<file path="src/rtl/card_sel_pkg.sv">
package card_sel_pkg;
  localparam int unsigned ADDR_W    = 16;
  localparam int unsigned DATA_W    = 8;
  localparam int unsigned NSLOT_STD = 16;
  localparam int unsigned NSLOT_EXT = 28;
  localparam int unsigned SPAN_LG   = 8;
  localparam logic [15:0] STD_BASE  = 16'h1000;
  localparam logic [15:0] EXT_BASE  = 16'h0400;
  localparam logic [15:0] WIN_LO    = 16'h4000;
  localparam logic [15:0] WIN_HI    = 16'h5FFF;
endpackage

</file>
<file path="src/rtl/csel_slot_decode.sv">
module csel_slot_decode #(
  parameter int unsigned ADDR_W    = card_sel_pkg::ADDR_W,
  parameter int unsigned SPAN_LG   = card_sel_pkg::SPAN_LG,
  parameter int unsigned NSLOT_STD = card_sel_pkg::NSLOT_STD,
  parameter int unsigned NSLOT_EXT = card_sel_pkg::NSLOT_EXT,
  parameter logic [ADDR_W-1:0] STD_BASE = card_sel_pkg::STD_BASE,
  parameter logic [ADDR_W-1:0] EXT_BASE = card_sel_pkg::EXT_BASE,
  localparam int unsigned IDX_W = $clog2(NSLOT_EXT),
  localparam int unsigned SW    = ADDR_W - SPAN_LG
) (
  input  logic [ADDR_W-1:0]  addr_i,
  input  logic               ext_i,
  output logic               hit_o,
  output logic [IDX_W-1:0]   idx_o,
  output logic [SPAN_LG-1:0] off_o
);
  logic [ADDR_W-1:0] base, diff;
  logic [SW-1:0]     slot_full, lim;

  always_comb begin
    base      = ext_i ? EXT_BASE : STD_BASE;
    lim       = ext_i ? SW'(NSLOT_EXT) : SW'(NSLOT_STD);
    diff      = addr_i - base;
    slot_full = diff[ADDR_W-1:SPAN_LG];
    hit_o     = (addr_i >= base) && (slot_full < lim);
    idx_o     = slot_full[IDX_W-1:0];
    off_o     = diff[SPAN_LG-1:0];
  end
endmodule

</file>
<file path="src/rtl/csel_io_route.sv">
module csel_io_route #(
  parameter int unsigned NSLOT   = card_sel_pkg::NSLOT_EXT,
  parameter int unsigned SPAN_LG = card_sel_pkg::SPAN_LG,
  localparam int unsigned IDX_W  = $clog2(NSLOT)
) (
  input  logic               hit_i,
  input  logic [IDX_W-1:0]   idx_i,
  input  logic [SPAN_LG-1:0] off_i,
  input  logic               io_rd_i,
  input  logic               io_wr_i,
  input  logic               io_wdata_i,
  input  logic [NSLOT-1:0]   io_rdata_i,
  output logic [NSLOT-1:0]   io_rd_o,
  output logic [NSLOT-1:0]   io_wr_o,
  output logic [SPAN_LG-1:0] io_off_o,
  output logic               io_wdata_o,
  output logic               io_rdata_o
);
  for (genvar g = 0; g < NSLOT; g++) begin : g_slot
    logic here;
    assign here       = hit_i && (idx_i == IDX_W'(g));
    assign io_rd_o[g] = io_rd_i && here;
    assign io_wr_o[g] = io_wr_i && here;
  end

  assign io_off_o   = off_i;
  assign io_wdata_o = io_wdata_i;
  // reads pass through regardless of which card is active
  assign io_rdata_o = io_rd_i && hit_i && io_rdata_i[idx_i];
endmodule

</file>
<file path="src/rtl/csel_select_state.sv">
module csel_select_state #(
  parameter int unsigned NSLOT  = card_sel_pkg::NSLOT_EXT,
  localparam int unsigned IDX_W = $clog2(NSLOT)
) (
  input  logic             clk_i,
  input  logic             rst_ni,
  input  logic             recover_en_i,
  input  logic             en_wr_i,
  input  logic             en_val_i,
  input  logic [IDX_W-1:0] idx_i,
  output logic [NSLOT-1:0] sel_o,
  output logic [IDX_W-1:0] act_idx_o,
  output logic             act_vld_o,
  output logic             err_o
);
  logic [NSLOT-1:0] mask_q, mask_d, sel_d, slot_bit;
  logic [IDX_W-1:0] idx_q, idx_d;
  logic             vld_q, vld_d, err_d;

  function automatic logic [IDX_W-1:0] top_slot(input logic [NSLOT-1:0] m);
    top_slot = '0;
    for (int i = 0; i < NSLOT; i++) if (m[i]) top_slot = IDX_W'(i);
  endfunction

  always_comb begin
    slot_bit = NSLOT'(1) << idx_i;
    mask_d   = mask_q;
    idx_d    = idx_q;
    vld_d    = vld_q;
    err_d    = 1'b0;
    if (en_wr_i) begin
      if (en_val_i) begin
        mask_d = mask_q | slot_bit;
        idx_d  = idx_i;
        vld_d  = 1'b1;
      end else begin
        mask_d = mask_q & ~slot_bit;
        // only the active slot's own disable drops the selection
        if (vld_q && (idx_q == idx_i)) begin
          if (recover_en_i && (|mask_d)) begin
            idx_d = top_slot(mask_d);
            err_d = 1'b1;
          end else begin
            idx_d = '0;
            vld_d = 1'b0;
          end
        end
      end
    end
    sel_d = vld_d ? (NSLOT'(1) << idx_d) : '0;
  end

  always_ff @(posedge clk_i or negedge rst_ni) begin
    if (!rst_ni) begin
      mask_q <= '0;
      idx_q  <= '0;
      vld_q  <= 1'b0;
      sel_o  <= '0;
      err_o  <= 1'b0;
    end else begin
      mask_q <= mask_d;
      idx_q  <= idx_d;
      vld_q  <= vld_d;
      sel_o  <= sel_d;
      err_o  <= err_d;
    end
  end

  assign act_idx_o = idx_q;
  assign act_vld_o = vld_q;
endmodule

</file>
<file path="src/rtl/csel_mem_route.sv">
module csel_mem_route #(
  parameter int unsigned NSLOT  = card_sel_pkg::NSLOT_EXT,
  parameter int unsigned ADDR_W = card_sel_pkg::ADDR_W,
  parameter int unsigned DATA_W = card_sel_pkg::DATA_W,
  parameter logic [ADDR_W-1:0] WIN_LO = card_sel_pkg::WIN_LO,
  parameter logic [ADDR_W-1:0] WIN_HI = card_sel_pkg::WIN_HI,
  localparam int unsigned IDX_W  = $clog2(NSLOT),
  localparam int unsigned WIN_AW = $clog2(int'(WIN_HI) - int'(WIN_LO) + 1)
) (
  input  logic [NSLOT-1:0]        sel_i,
  input  logic [IDX_W-1:0]        act_idx_i,
  input  logic                    act_vld_i,
  input  logic                    mem_rd_i,
  input  logic                    mem_wr_i,
  input  logic [ADDR_W-1:0]       mem_addr_i,
  input  logic [DATA_W-1:0]       mem_wdata_i,
  input  logic [NSLOT*DATA_W-1:0] mem_rdata_i,
  output logic [NSLOT-1:0]        mem_rd_o,
  output logic [NSLOT-1:0]        mem_wr_o,
  output logic [WIN_AW-1:0]       mem_off_o,
  output logic [DATA_W-1:0]       mem_wdata_o,
  output logic [DATA_W-1:0]       mem_rdata_o
);
  logic [DATA_W-1:0] card_rd [NSLOT];
  logic [ADDR_W-1:0] rel;
  logic              win;

  for (genvar g = 0; g < NSLOT; g++) begin : g_card
    assign card_rd[g] = mem_rdata_i[g*DATA_W +: DATA_W];
  end

  assign win         = (mem_addr_i >= WIN_LO) && (mem_addr_i <= WIN_HI);
  assign rel         = mem_addr_i - WIN_LO;
  assign mem_off_o   = rel[WIN_AW-1:0];
  assign mem_wdata_o = mem_wdata_i;
  assign mem_rd_o    = (mem_rd_i && win && act_vld_i) ? sel_i : '0;
  assign mem_wr_o    = (mem_wr_i && win && act_vld_i) ? sel_i : '0;
  assign mem_rdata_o = (mem_rd_i && win && act_vld_i) ? card_rd[act_idx_i] : '0;
endmodule

</file>
<file path="src/rtl/card_select_ctrl.sv">
module card_select_ctrl #(
  parameter int unsigned ADDR_W    = card_sel_pkg::ADDR_W,
  parameter int unsigned DATA_W    = card_sel_pkg::DATA_W,
  parameter int unsigned NSLOT_STD = card_sel_pkg::NSLOT_STD,
  parameter int unsigned NSLOT_EXT = card_sel_pkg::NSLOT_EXT,
  parameter int unsigned SPAN_LG   = card_sel_pkg::SPAN_LG,
  parameter logic [ADDR_W-1:0] STD_BASE = card_sel_pkg::STD_BASE,
  parameter logic [ADDR_W-1:0] EXT_BASE = card_sel_pkg::EXT_BASE,
  parameter logic [ADDR_W-1:0] WIN_LO   = card_sel_pkg::WIN_LO,
  parameter logic [ADDR_W-1:0] WIN_HI   = card_sel_pkg::WIN_HI,
  localparam int unsigned NSLOT  = NSLOT_EXT,
  localparam int unsigned IDX_W  = $clog2(NSLOT),
  localparam int unsigned WIN_AW = $clog2(int'(WIN_HI) - int'(WIN_LO) + 1)
) (
  input  logic                    clk_i,
  input  logic                    rst_ni,
  input  logic                    ext_mode_i,
  input  logic                    recover_en_i,
  input  logic                    io_rd_i,
  input  logic                    io_wr_i,
  input  logic [ADDR_W-1:0]       io_addr_i,
  input  logic                    io_wdata_i,
  output logic                    io_rdata_o,
  output logic [NSLOT-1:0]        io_rd_o,
  output logic [NSLOT-1:0]        io_wr_o,
  output logic [SPAN_LG-1:0]      io_off_o,
  output logic                    io_wdata_o,
  input  logic [NSLOT-1:0]        io_rdata_i,
  input  logic                    mem_rd_i,
  input  logic                    mem_wr_i,
  input  logic [ADDR_W-1:0]       mem_addr_i,
  input  logic [DATA_W-1:0]       mem_wdata_i,
  output logic [DATA_W-1:0]       mem_rdata_o,
  output logic [NSLOT-1:0]        mem_rd_o,
  output logic [NSLOT-1:0]        mem_wr_o,
  output logic [WIN_AW-1:0]       mem_off_o,
  output logic [DATA_W-1:0]       mem_wdata_o,
  input  logic [NSLOT*DATA_W-1:0] mem_rdata_i,
  output logic [NSLOT-1:0]        sel_o,
  output logic [IDX_W-1:0]        act_idx_o,
  output logic                    act_vld_o,
  output logic                    recover_err_o
);
  logic               dec_hit;
  logic [IDX_W-1:0]   dec_idx;
  logic [SPAN_LG-1:0] dec_off;
  logic               en_wr;

  csel_slot_decode #(
    .ADDR_W(ADDR_W), .SPAN_LG(SPAN_LG), .NSLOT_STD(NSLOT_STD),
    .NSLOT_EXT(NSLOT_EXT), .STD_BASE(STD_BASE), .EXT_BASE(EXT_BASE)
  ) i_decode (
    .addr_i(io_addr_i), .ext_i(ext_mode_i),
    .hit_o(dec_hit), .idx_o(dec_idx), .off_o(dec_off)
  );

  csel_io_route #(.NSLOT(NSLOT), .SPAN_LG(SPAN_LG)) i_io (
    .hit_i(dec_hit), .idx_i(dec_idx), .off_i(dec_off),
    .io_rd_i(io_rd_i), .io_wr_i(io_wr_i), .io_wdata_i(io_wdata_i),
    .io_rdata_i(io_rdata_i), .io_rd_o(io_rd_o), .io_wr_o(io_wr_o),
    .io_off_o(io_off_o), .io_wdata_o(io_wdata_o), .io_rdata_o(io_rdata_o)
  );

  assign en_wr = io_wr_i && dec_hit && (dec_off == '0);

  csel_select_state #(.NSLOT(NSLOT)) i_state (
    .clk_i(clk_i), .rst_ni(rst_ni), .recover_en_i(recover_en_i),
    .en_wr_i(en_wr), .en_val_i(io_wdata_i), .idx_i(dec_idx),
    .sel_o(sel_o), .act_idx_o(act_idx_o), .act_vld_o(act_vld_o),
    .err_o(recover_err_o)
  );

  csel_mem_route #(
    .NSLOT(NSLOT), .ADDR_W(ADDR_W), .DATA_W(DATA_W),
    .WIN_LO(WIN_LO), .WIN_HI(WIN_HI)
  ) i_mem (
    .sel_i(sel_o), .act_idx_i(act_idx_o), .act_vld_i(act_vld_o),
    .mem_rd_i(mem_rd_i), .mem_wr_i(mem_wr_i), .mem_addr_i(mem_addr_i),
    .mem_wdata_i(mem_wdata_i), .mem_rdata_i(mem_rdata_i),
    .mem_rd_o(mem_rd_o), .mem_wr_o(mem_wr_o), .mem_off_o(mem_off_o),
    .mem_wdata_o(mem_wdata_o), .mem_rdata_o(mem_rdata_o)
  );
endmodule

</file>
<file path="config.mk">
export PLATFORM = sky130hd
export DESIGN_NAME = card_select_ctrl
export DESIGN_NICKNAME = d
export VERILOG_FILES = /design/src/rtl/card_sel_pkg.sv /design/src/rtl/csel_slot_decode.sv /design/src/rtl/csel_io_route.sv /design/src/rtl/csel_select_state.sv /design/src/rtl/csel_mem_route.sv /design/src/rtl/card_select_ctrl.sv
export SDC_FILE = /design/constraint.sdc
export NUM_CORES = 1
export LEC_CHECK = 0
export BUFFER_PORTS_ARGS = -buffer_cell sky130_fd_sc_hd__buf_2
export CAP_MARGIN = 25
export CORE_AREA = 5 5 184 186
export DETAILED_ROUTE_END_ITERATION = 10
export DIE_AREA = 0 0 189 191
export GPL_TIMING_DRIVEN = 0
export SETUP_SLACK_MARGIN = 0.5
export SLEW_MARGIN = 30
export SYNTH_ARGS = -nofsm -noshare
export SYNTH_HDL_FRONTEND = slang
export SYNTH_SLANG_ARGS = --single-unit
</file>
<file path="constraint.sdc">
create_clock -name clk_i -period 3.95 [get_ports clk_i]
set_input_delay 0.79 -clock clk_i [delete_from_list [all_inputs] [get_ports clk_i]]
set_output_delay 0.79 -clock clk_i [all_outputs]
set_load 0.005 [all_outputs]
</file>
After elaboration in Yosys (flattened, before gate mapping)
Index checks and enable logic that the tools add are counted.
{"block": "totals", "register_bits": 63, "out_inout_bits": 186, "in_bits": 301}
{"block": "classes", "n_reduce_logical": 99, "eq_ne": 28, "add_sub_neg": 2, "bitwise": 4, "n_mux": 51, "n_lt_le_gt_ge": 6, "shifts": 2}
{"operator": "2-to-1 mux 28 bit", "count": 4}
{"operator": "logical AND 1 bit", "count": 96}
{"operator": "2-to-1 mux 5 bit", "count": 16}
{"operator": "== test 5 bit (second input constant)", "count": 12}
{"operator": "<< shifter 1 x 5 -> 28 bit (first input constant)", "count": 2}
{"operator": "binary-select mux 8 bit (select 5 bit)", "count": 1}
{"operator": "== test 5 x 4 -> 1 bit (second input constant)", "count": 8}
{"operator": "2-to-1 mux 4 bit", "count": 9}
{"operator": "AND 28 bit", "count": 1}
{"operator": "NOT 28 bit", "count": 1}
{"operator": "OR 28 bit", "count": 1}
{"operator": "OR reduction 28 bit", "count": 1}
{"operator": "2-to-1 mux 8 bit", "count": 3}
{"operator": "== test 5 x 3 -> 1 bit (second input constant)", "count": 4}
{"operator": ">= comparator 16 x 15 -> 1 bit (second input constant)", "count": 1}
{"operator": ">= comparator 16 bit", "count": 1}
{"operator": "<= comparator 16 x 15 -> 1 bit (second input constant)", "count": 1}
{"operator": "subtractor 16 bit", "count": 1}
{"operator": "2-to-1 mux 13 bit", "count": 1}
{"operator": "subtractor 13 x 1 -> 13 bit (second input constant)", "count": 1}
{"operator": "2-to-1 mux 3 bit", "count": 4}
{"operator": "== test 5 x 2 -> 1 bit (second input constant)", "count": 2}
{"operator": "2-to-1 mux 1 bit", "count": 10}
{"operator": "logical NOT 8 bit", "count": 1}
{"operator": "other kinds (9)", "count": 10}

Depth between registers and ports, before layout
Gate-level depths: netlist of the first run.
{"block": "depth", "depth_word": 38, "depth_mapped": 15, "depth_no_buf": 11}

Cells and area by module
Synthesis of the first run repeated with hierarchy kept, for this count alone.
{"block": "hier_totals", "hier_cells": 788, "area_unflattened_um2": 7110.6}
{"mod": "csel_select_state", "cells_per_inst": 346, "area_each_um2": 3450.8, "instances": 1}
{"mod": "csel_mem_route", "cells_per_inst": 280, "area_each_um2": 2630.0, "instances": 1}
{"mod": "csel_io_route", "cells_per_inst": 125, "area_each_um2": 747.0, "instances": 1}
{"mod": "csel_slot_decode", "cells_per_inst": 34, "area_each_um2": 251.5, "instances": 1}
{"mod": "card_select_ctrl", "cells_per_inst": 3, "area_each_um2": 31.3, "instances": 1}

Least setup slack after synthesis of the first run
Ideal clock, no wire load.
{"block": "synth_path", "kind": "input to output", "startpoint": "in io_addr_i[8]", "endpoint": "out io_rdata_o", "stages": 8, "path_slack_ns": 0.024, "t_arrival_ns": 3.136, "path_buffers": 4, "path_cell_list": "buf_2 buf_2 buf_2 buf_1 mux4_2 mux4_2 a21oi_1 nor2_1"}
{"block": "synth_between", "elab_chain_cells": 5}
{"item": "start, declared", "line_no": "card_select_ctrl.sv:21", "text": "input logic [ADDR_W-1:0] io_addr_i,"}
{"item": "subtractor 16 bit", "line_no": "csel_slot_decode.sv:23", "text": "diff = addr_i - base;"}
{"item": "less-than comparator 8 bit", "line_no": "csel_slot_decode.sv:25", "text": "hit_o = (addr_i >= base) && (slot_full < lim);"}
{"item": "logical AND 1 bit", "line_no": "csel_slot_decode.sv:25"}
{"item": "logical AND 1 bit", "line_no": "csel_io_route.sv:29", "text": "assign io_rdata_o = io_rd_i && hit_i && io_rdata_i[idx_i];"}
{"item": "logical AND 1 bit (*)", "line_no": "csel_io_route.sv:29"}
{"item": "end, declared", "line_no": "card_select_ctrl.sv:23", "text": "output logic io_rdata_o,"}
Mark *: on every way between the ends. The rest lies on a longest branch, timed or not. The select of a mux whose other input is x is not followed.

Worst setup path after layout of the first run
{"block": "layout_path", "startpoint": "in ext_mode_i", "endpoint": "reg i_state.sel_o[8]"}
{"block": "layout_between", "elab_chain_cells": 38}
{"item": "start, declared", "line_no": "card_select_ctrl.sv:17", "text": "input logic ext_mode_i,"}
{"item": "2-to-1 mux 13 bit", "line_no": "csel_slot_decode.sv:21", "text": "base = ext_i ? EXT_BASE : STD_BASE;"}
{"item": "subtractor 16 bit", "line_no": "csel_slot_decode.sv:23"}
{"item": "<< shifter 1 x 5 -> 28 bit", "line_no": "csel_select_state.sv:26", "text": "slot_bit = NSLOT'(1) << idx_i;"}
{"item": "NOT 28 bit", "line_no": "csel_select_state.sv:37", "text": "mask_d = mask_q & ~slot_bit;"}
{"item": "AND 28 bit", "line_no": "csel_select_state.sv:37"}
{"item": "2-to-1 mux 1 bit", "line_no": "csel_select_state.sv:22", "text": "for (int i = 0; i < NSLOT; i++) if (m[i]) top_slot = IDX_W'(i);"}
{"item": "2-to-1 mux 2 bit (2 in a row)", "line_no": "csel_select_state.sv:22"}
{"item": "2-to-1 mux 3 bit (4 in a row)", "line_no": "csel_select_state.sv:22"}
{"item": "[... 20 more ...]"}
{"item": "2-to-1 mux 5 bit", "line_no": "csel_select_state.sv:40", "text": "if (recover_en_i && (|mask_d)) begin"}
{"item": "2-to-1 mux 5 bit", "line_no": "csel_select_state.sv:39", "text": "if (vld_q && (idx_q == idx_i)) begin"}
{"item": "2-to-1 mux 5 bit", "line_no": "csel_select_state.sv:32", "text": "if (en_val_i) begin"}
{"item": "2-to-1 mux 5 bit (*)", "line_no": "csel_select_state.sv:31", "text": "if (en_wr_i) begin"}
{"item": "via i_state.idx_d[0]", "line_no": "csel_select_state.sv:17", "text": "logic [IDX_W-1:0] idx_q, idx_d;"}
{"item": "<< shifter 1 x 5 -> 28 bit (*)", "line_no": "csel_select_state.sv:50", "text": "sel_d = vld_d ? (NSLOT'(1) << idx_d) : '0;"}
{"item": "2-to-1 mux 28 bit (*)", "line_no": "csel_select_state.sv:50"}
{"item": "via i_state.sel_d[8]", "line_no": "csel_select_state.sv:16", "text": "logic [NSLOT-1:0] mask_q, mask_d, sel_d, slot_bit;"}
{"item": "end signal, assigned", "line_no": "csel_select_state.sv:64", "text": "sel_o <= sel_d;"}
{"item": "end, declared", "line_no": "csel_select_state.sv:11", "text": "output logic [NSLOT-1:0] sel_o,"}
Mark *: on every way through the listed nets, which the timed path passes. The rest lies on a longest branch.
A chain may end at the register's enable or synchronous reset.

==> flow_summary.ini, run 1 <==
[status]
status = completed

[route]
postRouteAntennaNets = 0
wire_per_inst_um = 25.19
remaining_drc_errors = 0
route.met2.wl_um = 20880
num_vias = 9356
firstDrtPassIters = 5
drtIter0Drc = 718
detail_route.vias_per_cell = 5.343
met1_length_um = 18010
dr.max_layer_used = met5
routed-wl-met3_um = 4241
finalWirelength_um = 44110

[global_route]
grt_first_pass_wirelength_um = 60630
grt_max_degree = 44
grt_overflow = 0
grt_pass1_vias = 9197
antenna_found_initial = 8
grt_usage = 0.2239

[synthesis]
synth_nets = 1084
synth-edff-count = 0
async_flop_share = 1.000
syn-cell-area_sq_mm = 0.007392
yosysWarnings = 0
netlist_instances = 779
synth.distinct_cells = 89
seq_area_frac_synth = 0.2133
synth_area_per_cell_sq_um = 9.489
synthFlopType = dfrtp_1
ys_ff_latch = 63

[clock_tree]
clk_path_buf_depth = 2
cts.sinks = 63
tritoncts = built
cts_root_buf = clkbuf_16
clk_latency_ns = 0.34
cts_buffers = 9
cts-htree-levels = 3
cts.reportedPaths.clkPinSlew_ns = 0.06

[layout]
fin_area_sq_mm = 0.01275
layout.nets = 1638
multi_input_area_sq_mm = 0.006191
instances_no_fill = 1751
mostFrequentLayoutCells = buf_2 (460), buf_4 (91), mux4_2 (72)
final_common_cell = buf_2
fillerInstances = 3177
drive_gt1_frac = 0.6584
area.growth.synth_to_final_pct = 72.46
seqCellArea_sq_mm = 0.001577

[place]
post_dp_cell_area_sq_mm = 0.01034
dp_hpwl_um = 35310
dp.cells = 1652
gp_congestion = 0.9441
port-buffer-count = 463

[pwr]
power_frac_comb = 0.318
p_seq_frac = 0.286
max-vdd-ir-drop_v = 0.0001485
clkPwrFrac = 0.396
power_leakage_nw = 6.077
swShare = 0.3005
internal_power_mw = 1.579
powerDensity_mw_per_mm2 = 177.1
p_sw_mw = 0.6785

[floorplanning]
die_h_um = 191
die_width_um = 189
core_sq_mm = 0.03212
die-area_sq_mm = 0.03610
initial_core_util = 0.2301
placementRows = 66
ioPinCount = 487

[critical_path]
cp.required_ns = 4.19
r2r-end = i_state.sel_o[8]
critical_path_arrival_ns = 3.97
ff2ff_setup_slack_ns = 0.85
path_delay_family = simple AND/OR/NAND/NOR gates
path_depth = 13
path_class = in2reg
crit_fanout = 8
slowest_delay_ns = 0.48
worstSetupStartpointType = primary input
critPathSlowestCell = or4b_4
r2r_cells = 9
path_cells = buf_12 -> ha_4 -> buf_8 -> or4b_4 -> a311o_2 -> a22o_4 -> nor3_4 -> and3_4 -> a2111oi_4 -> a21oi_4 -> clkinv_4 -> buf_8 -> nor4_2
cp_common_cell = buf_8
timing.critical_path.buf_inv = 4
critPathCaptureType = flip-flop

[sta]
fmax_ghz = 0.2679
period_needed_ns = 3.733
clock_skew_ns = 0.007432
min_period_over_period = 0.9450
rsz0062_at_grt = true
maxSlewHeadroom = 0.4088
hold_violations = 0
drv_slew = 0
tightest_slew_ns = 0.8868
setup_viol_count_final = 0

[job]
cap_violations = 0

[worst_hold_path]
worstHoldPathType = in2async
[stage by stage]
| step | hold WS [ns] | power (mW) | TNS (ns) | util | setup WS (ns) |
|---|---|---|---|---|---|
| 2_1_floorplan | 0.4944 | 0.9361 | 0 | - | 0.3875 |
| 3_3_place_gp | 0.5449 | 1.205 | -32.71 | 0.3206 | -0.7055 |
| 3_5_place_dp | 0.5525 | 1.218 | -33.04 | 0.3219 | -0.6989 |
| 4_1_cts | 0.3427 | 2.213 | 0 | 0.3671 | 0.2855 |
| 5_1_grt | 0.3588 | 2.336 | 0 | 0.3966 | 0.1417 |
| 6_report | 0.3395 | 2.258 | 0 | 0.3969 | 0.2173 |
[how the worst max path moves through the flow]
stage	start	endpoint	slack (ns)
2_1_floorplan	io_addr_i[8]	io_rdata_o	0.39
3_3_place_gp	ext_mode_i	i_state.sel_o[26]	-0.71
3_5_place_dp	ext_mode_i	i_state.sel_o[26]	-0.70
4_1_cts	ext_mode_i	io_wr_o[11]	0.29
5_1_grt	ext_mode_i	i_state.sel_o[8]	0.14
6_report	ext_mode_i	i_state.sel_o[8]	0.22
[cell usage after synthesis, types with 12 or more instances]
master    number  share of area
o31ai_1       20          0.020
nor4_1        15          0.013
buf_4         34          0.035
dfrtp_1       63           0.21
clkbuf_1      47          0.024
buf_2         12         0.0081
mux2_2        15          0.023
mux4_2        72           0.22
nor2_1        75          0.038
nor3_1        49          0.033
and3_1        59          0.050
nand3_1       14         0.0095
mux2i_1       38          0.051
nand2_1       43          0.022
o21ai_0       31          0.021
[routing by layer]
metal / global-route usage / vias up
li1: - / 4124
met1: 0.2859 / 4657
met2: 0.3730 / 500
met3: 0.07195 / 69
met4: 0.04709 / 6
met5: 0 / -
[layout make-up]
| type | count | share of cell area |
|---|---|---|
| diodes | 5 | 0.0009814 |
| flip-flops and latches | 63 | 0.1237 |
| well taps | 408 | 0.04004 |
| clock buffers | 10 | 0.01875 |
| plain buffers | 107 | 0.07645 |
| repair buffers | 543 | 0.2445 |
| clock inverters | 6 | 0.007165 |
| inverters | 7 | 0.002846 |
| multi-input cells | 602 | 0.4856 |
[power by group through the flow]
stage	sequential [mW]	clock, mW	combinational, mW
finish	0.646	0.894	0.717
global route	0.646	0.931	0.759
CTS	0.646	0.901	0.666
detailed placement	0.658	0	0.560
global placement	0.658	0	0.547
floorplan	0.658	0	0.278
[kinds of logic after synthesis]
group	after synthesis	synth area share
and+or+nand+nor	337	0.2612
muxes	125	0.2937
buffers and inverters	114	0.08226
AOI/OAI and AO/OA	125	0.1236
DFF	63	0.2133
xor gates and xnor gates	11	0.01930
adders and majority gates	4	0.006771
[timing repair]
item	in CTS	in global routing
hold buffers	0	0
buffers inserted	40	32
endpoints found under the setup margin	100	109
pin swaps	17	42
cloned	2	4
hold endpoints to repair	0	0
resized for setup	178	147
[worst register-to-register path: stages, from the launching register on]
cell and delay [ns]:
dfrtp_1 0.51, or4_1 0.56, a32oi_1 0.28, nor3b_4 0.39, and3_4 0.29, a2111oi_4 0.06, a21oi_4 0.31, clkinv_4 0.19
buf_8 0.18, nor4_2 0.23
(Power assumes the default switching activity.)
==> run 2: changes to the inputs <==
--- a/config.mk
+++ b/config.mk
@@ -6,11 +6,13 @@
 export NUM_CORES = 1
 export LEC_CHECK = 0
 export BUFFER_PORTS_ARGS = -buffer_cell sky130_fd_sc_hd__buf_2
-export CAP_MARGIN = 25
+export CELL_PAD_IN_SITES_DETAIL_PLACEMENT = 0
+export CELL_PAD_IN_SITES_GLOBAL_PLACEMENT = 1
 export CORE_AREA = 5 5 184 186
 export DETAILED_ROUTE_END_ITERATION = 10
 export DIE_AREA = 0 0 189 191
 export GPL_TIMING_DRIVEN = 0
+export PLACE_DENSITY_LB_ADDON = 0.1
 export SETUP_SLACK_MARGIN = 0.5
 export SLEW_MARGIN = 30
 export SYNTH_ARGS = -nofsm -noshare
==> run 2 against run 1 <==
  * Die area unchanged
  * Setup slack better by 0.015 ns
  * Via count down 3.6%
  * Maximum frequency up 0.40%
  * Sequential share of layout area up 0.068 points
  * Critical path type unchanged
  * Critical endpoint unchanged
  * Largest cell class unchanged
==> flow_summary.ini, run 2 (synthesis results as in run 1) <==
[layout]
area.growth.synth_to_final_pct = 71.51
multi_input_area_sq_mm = 0.006173
drive_gt1_frac = 0.6521
layout.nets = 1628
final_common_cell = buf_2
mostFrequentLayoutCells = buf_2 (464), buf_4 (82), mux4_2 (72)
finish.utilization = 0.3947
fillerInstances = 3286
seqCellArea_sq_mm = 0.001577
instances_no_fill = 1737
fin_area_sq_mm = 0.01268

[route]
drtIter0Drc = 492
finalWirelength_um = 42690
dr.max_layer_used = met4
routed-wl-met3_um = 2737
firstDrtPassIters = 5
met1_length_um = 17400
detail_route.vias_per_cell = 5.192
remaining_drc_errors = 0
wire_per_inst_um = 24.58
num_vias = 9018
route.met2.wl_um = 21690
postRouteAntennaNets = 0

[pwr]
internal_power_mw = 1.572
powerDensity_mw_per_mm2 = 177.4
finalPower_mw = 2.249
p_seq_frac = 0.287
swShare = 0.3010
power_frac_comb = 0.311
p_sw_mw = 0.6771
clkPwrFrac = 0.402
max-vdd-ir-drop_v = 0.0001403
power_leakage_nw = 6.044

[global_route]
antenna_found_initial = 4
grt_pass1_vias = 9101
grt_first_pass_wirelength_um = 60960
grt_usage = 0.2246
grt_max_degree = 49
grt_overflow = 0

[sta]
setup_viol_count_final = 0
rsz0062_at_grt = true
tightest_slew_ns = 0.8605
hold_ws_ns = 0.3205
drv_slew = 0
min_period_over_period = 0.9412
fin_tns_setup_ns = 0
maxSlewHeadroom = 0.4263
fmax_ghz = 0.2690
period_needed_ns = 3.718
clock_skew_ns = 0.01239
setup_ws_ns = 0.2321
hold_violations = 0

[clock_tree]
tritoncts = built
clk_path_buf_depth = 2
postCtsHoldBufs = 0
cts_root_buf = clkbuf_16
clk_latency_ns = 0.35
cts-htree-levels = 3
cts.sinks = 63
cts.reportedPaths.clkPinSlew_ns = 0.07
cts_buffers = 9

[place]
pre_cts_ws_ns = -0.9560
dp.cells = 1651
gp_congestion = 0.8653
dp_hpwl_um = 34990
port-buffer-count = 463
post_dp_cell_area_sq_mm = 0.01035

[floorplanning]
die_width_um = 189
die-area_sq_mm = 0.03610
ioPinCount = 487
die_h_um = 191
core_sq_mm = 0.03212
initial_core_util = 0.2301
placementRows = 66

[critical_path]
ff2ff_setup_slack_ns = 0.99
path_class = in2reg
r2r_cells = 11
critPathCaptureType = flip-flop
rr_startpoint = i_state.act_idx_o[3]
r2r-end = i_state.sel_o[21]
worstSetupStartpointType = primary input
critical_path_arrival_ns = 3.95
crit_fanout = 7
cp.required_ns = 4.18

[job]
cap_violations = 0

[status]
status = completed

[worst_hold_path]
worstHoldPathType = in2async
## run 2: cell types whose count changed in the layout (fill, tap and decap cells not counted), sizes merged
cell      previous run  this run
buf                606       598
clkbuf              53        51
clkinv               2         3
clkinvlp             3         2
diode                5         1
## run 2: routing by layer
metal  vias up  global-route usage
li1       4103                   -
met1      4504              0.2771
met2       364              0.4044
met3        47             0.04638
met4         0             0.04989
met5         -                   0
## run 2: area by class of cell
type                    count  share of cell area
repair buffers            533              0.2410
multi-input cells         602              0.4869
inverters                   7            0.002467
plain buffers             107             0.07865
clock buffers              10             0.01885
diodes                      1           0.0001974
clock inverters             6            0.007303
well taps                 408             0.04026
flip-flops and latches     63              0.1243
## run 2: how the worst max path moves through the flow
stage	cells after the start	slack (ns)	end	start
3_3_place_gp	13	-0.97	i_state.sel_o[8]	ext_mode_i
2_1_floorplan	8	0.39	io_rdata_o	io_addr_i[8]
4_1_cts	13	0.26	io_wr_o[3]	ext_mode_i
6_report	14	0.23	i_state.sel_o[8]	ext_mode_i
3_5_place_dp	13	-0.96	i_state.sel_o[8]	ext_mode_i
5_1_grt	14	0.18	i_state.sel_o[24]	ext_mode_i
## run 2: critical path: stages
cell,delay [ns]
buf_12,0.11
ha_4,0.21
buf_8,0.13
buf_4,0.14
and4b_1,0.26
or3_1,0.39
and3_1,0.20
o32ai_2,0.45
o2111a_1,0.35
o21ai_2,0.10
a21oi_4,0.23
clkinv_4,0.17
buf_12,0.18
nor4_4,0.24
## run 2: timing repair
item                       4_1_cts  5_1_grt
gates cloned                     5        1
pin swaps                       40       23
setup buffers                   44       19
hold endpoints to repair         0        0
resized for setup              221       90
setup endpoints to repair      121      105
## run 2: power by group through the flow
stage / Clock, mW / Combinational, mW / Sequential, mW
floorplan: 0 / 0.278 / 0.658
global placement: 0 / 0.552 / 0.658
detailed placement: 0 / 0.561 / 0.658
CTS: 0.913 / 0.661 / 0.646
global route: 0.955 / 0.747 / 0.646
finish: 0.904 / 0.699 / 0.646
==> run 3: changes to the inputs <==
--- a/config.mk
+++ b/config.mk
@@ -8,9 +8,9 @@
 export BUFFER_PORTS_ARGS = -buffer_cell sky130_fd_sc_hd__buf_2
 export CELL_PAD_IN_SITES_DETAIL_PLACEMENT = 0
 export CELL_PAD_IN_SITES_GLOBAL_PLACEMENT = 1
-export CORE_AREA = 5 5 184 186
+export CORE_AREA = 5 5 185 187
 export DETAILED_ROUTE_END_ITERATION = 10
-export DIE_AREA = 0 0 189 191
+export DIE_AREA = 0 0 190 192
 export GPL_TIMING_DRIVEN = 0
 export PLACE_DENSITY_LB_ADDON = 0.1
 export SETUP_SLACK_MARGIN = 0.5
==> constraint.sdc (replaced) <==
create_clock -name clk_i -period 4.8 [get_ports clk_i]
set_input_delay 0.96 -clock clk_i [delete_from_list [all_inputs] [get_ports clk_i]]
set_output_delay 0.96 -clock clk_i [all_outputs]
set_load 0.005 [all_outputs]
==> run 3 against run 2 <==
  * Via count shrank 4.7%
  * Largest cell class unchanged
  * Critical path type is now in2out
  * Register-to-register slack gained 0.55 ns
  * Combinational power shrank 30%
==> flow_summary.ini, run 3 (synthesis results as in run 1) <==
[floorplanning]
initial_core_util = 0.2289
die_h_um = 192
die_width_um = 190
die-area_sq_mm = 0.03648
core_sq_mm = 0.03229
ioPinCount = 487
placementRows = 66

[clock_tree]
postCtsHoldBufs = 0
clk_path_buf_depth = 2
cts_root_buf = clkbuf_16
clk_latency_ns = 0.34
cts_buffers = 9
cts.reportedPaths.clkPinSlew_ns = 0.06
cts.sinks = 63
cts-htree-levels = 3
tritoncts = built

[sta]
clock_skew_ns = 0.008948
hold_violations = 0
setup_ws_ns = 0.6104
period_needed_ns = 4.190
fin_tns_setup_ns = 0
min_period_over_period = 0.8728
hold_ws_ns = 0.4999
rsz0062_at_grt = false
setup_viol_count_final = 0
fmax_ghz = 0.2387
maxSlewHeadroom = 0.4586
drv_slew = 0
tightest_slew_ns = 0.8121

[pwr]
finalPower_mw = 1.760
powerDensity_mw_per_mm2 = 159.1
max-vdd-ir-drop_v = 0.0001258
power_leakage_nw = 5.350

[critical_path]
crit_fanout = 10
path_cells = buf_2 -> buf_6 -> buf_6 -> buf_6 -> buf_6 -> mux4_2 -> mux4_2 -> a21oi_1 -> nor2_1 -> buf_2
cp_common_cell = buf_6
path_class = in2out
worstSetupStartpointType = primary input
critPathCaptureType = primary output
timing.critical_path.buf_inv = 6
slowest_delay_ns = 0.53
critical_path_arrival_ns = 3.23
critPathSlowestCell = mux4_2
cp.required_ns = 3.84
path_delay_family = buffers and inverters

[place]
port-buffer-count = 463
post_dp_cell_area_sq_mm = 0.01032
gp_congestion = 0.8776
pre_cts_ws_ns = -0.4921
dp.cells = 1685
dp_hpwl_um = 35490

[layout]
multi_input_area_sq_mm = 0.005401
area.growth.synth_to_final_pct = 49.61
finish.utilization = 0.3425
final_common_cell = buf_2
fin_area_sq_mm = 0.01106
instances_no_fill = 1716
seqCellArea_sq_mm = 0.001577
drive_gt1_frac = 0.5607
layout.nets = 1568
mostFrequentLayoutCells = buf_2 (468), nor2_1 (74), mux4_2 (72)
fillerInstances = 3447

[route]
finalWirelength_um = 41990
firstDrtPassIters = 5
detail_route.vias_per_cell = 5.009
drtIter0Drc = 408
remaining_drc_errors = 0
wire_per_inst_um = 24.47
postRouteAntennaNets = 0
num_vias = 8596

[global_route]
grt_first_pass_wirelength_um = 60090
grt_usage = 0.2188
antenna_found_initial = 5
grt_overflow = 0
grt_max_degree = 49
grt_pass1_vias = 8901

[job]
cap_violations = 0

[status]
status = completed

[worst_hold_path]
worstHoldPathType = in2async
run 3: cell types whose count changed in the layout (fill, tap and decap cells not counted), moves of 11 or more:
cell      before  now
clkbuf_1      23   36
buf_12        12    0
nor3_1        19   43
nor4_4        14    0
buf_4         82   44
nor3_2        22   11
nor3_4        14    1
buf_6         25   13
run 3: final timing paths:
| kind | start | to | slack [ns] | cells past startpoint |
|---|---|---|---|---|
| worst max-delay path | io_addr_i[8] | io_rdata_o | 0.61 | 10 |
| worst min-delay path | rst_ni | asynchronous set/reset pin | 0.50 | 1 |
| worst max register to register | i_state.act_idx_o[3] | i_state.sel_o[22] | 1.54 | 9 |
| worst min register to register | flip-flop | flip-flop | 0.59 | 1 |
| max in group asynchronous | rst_ni | i_state.sel_o[14] | 3.77 | 2 |
| min in group clk_i | flip-flop | flip-flop | 0.59 | 1 |
run 3: layer usage:
metal | vias to the layer above | part of all wire | track usage
met4 | 0 | 0.021 | 0.05259
met3 | 42 | 0.065 | 0.04053
met2 | 337 | 0.51 | 0.3908
li1 | 3987 | - | -
met5 | - | 0 | 0
met1 | 4230 | 0.41 | 0.2734
run 3: cell type report:
| type | instances | area share |
|---|---|---|
| diodes | 6 | 0.001358 |
| plain buffers | 107 | 0.06528 |
| clock buffers | 10 | 0.02161 |
| clock inverters | 6 | 0.008259 |
| inverters | 7 | 0.002376 |
| multi-input cells | 602 | 0.4884 |
| flip-flops and latches | 63 | 0.1425 |
| well taps | 442 | 0.05001 |
| repair buffers | 473 | 0.2202 |
run 3: repair_timing:
action,in CTS,in global routing
setup endpoints to repair,93,82
buffers inserted,4,4
gates resized for setup,41,45
gates cloned,0,1
pin swaps,4,5
run 3: where the power goes:
| part | internal [mW] | switching, mW | total (mW) |
|---|---|---|---|
| clock | 0.471 | 0.268 | 0.738 |
| sequential | 0.531 | 0.000347 | 0.532 |
| combinational | 0.241 | 0.248 | 0.489 |
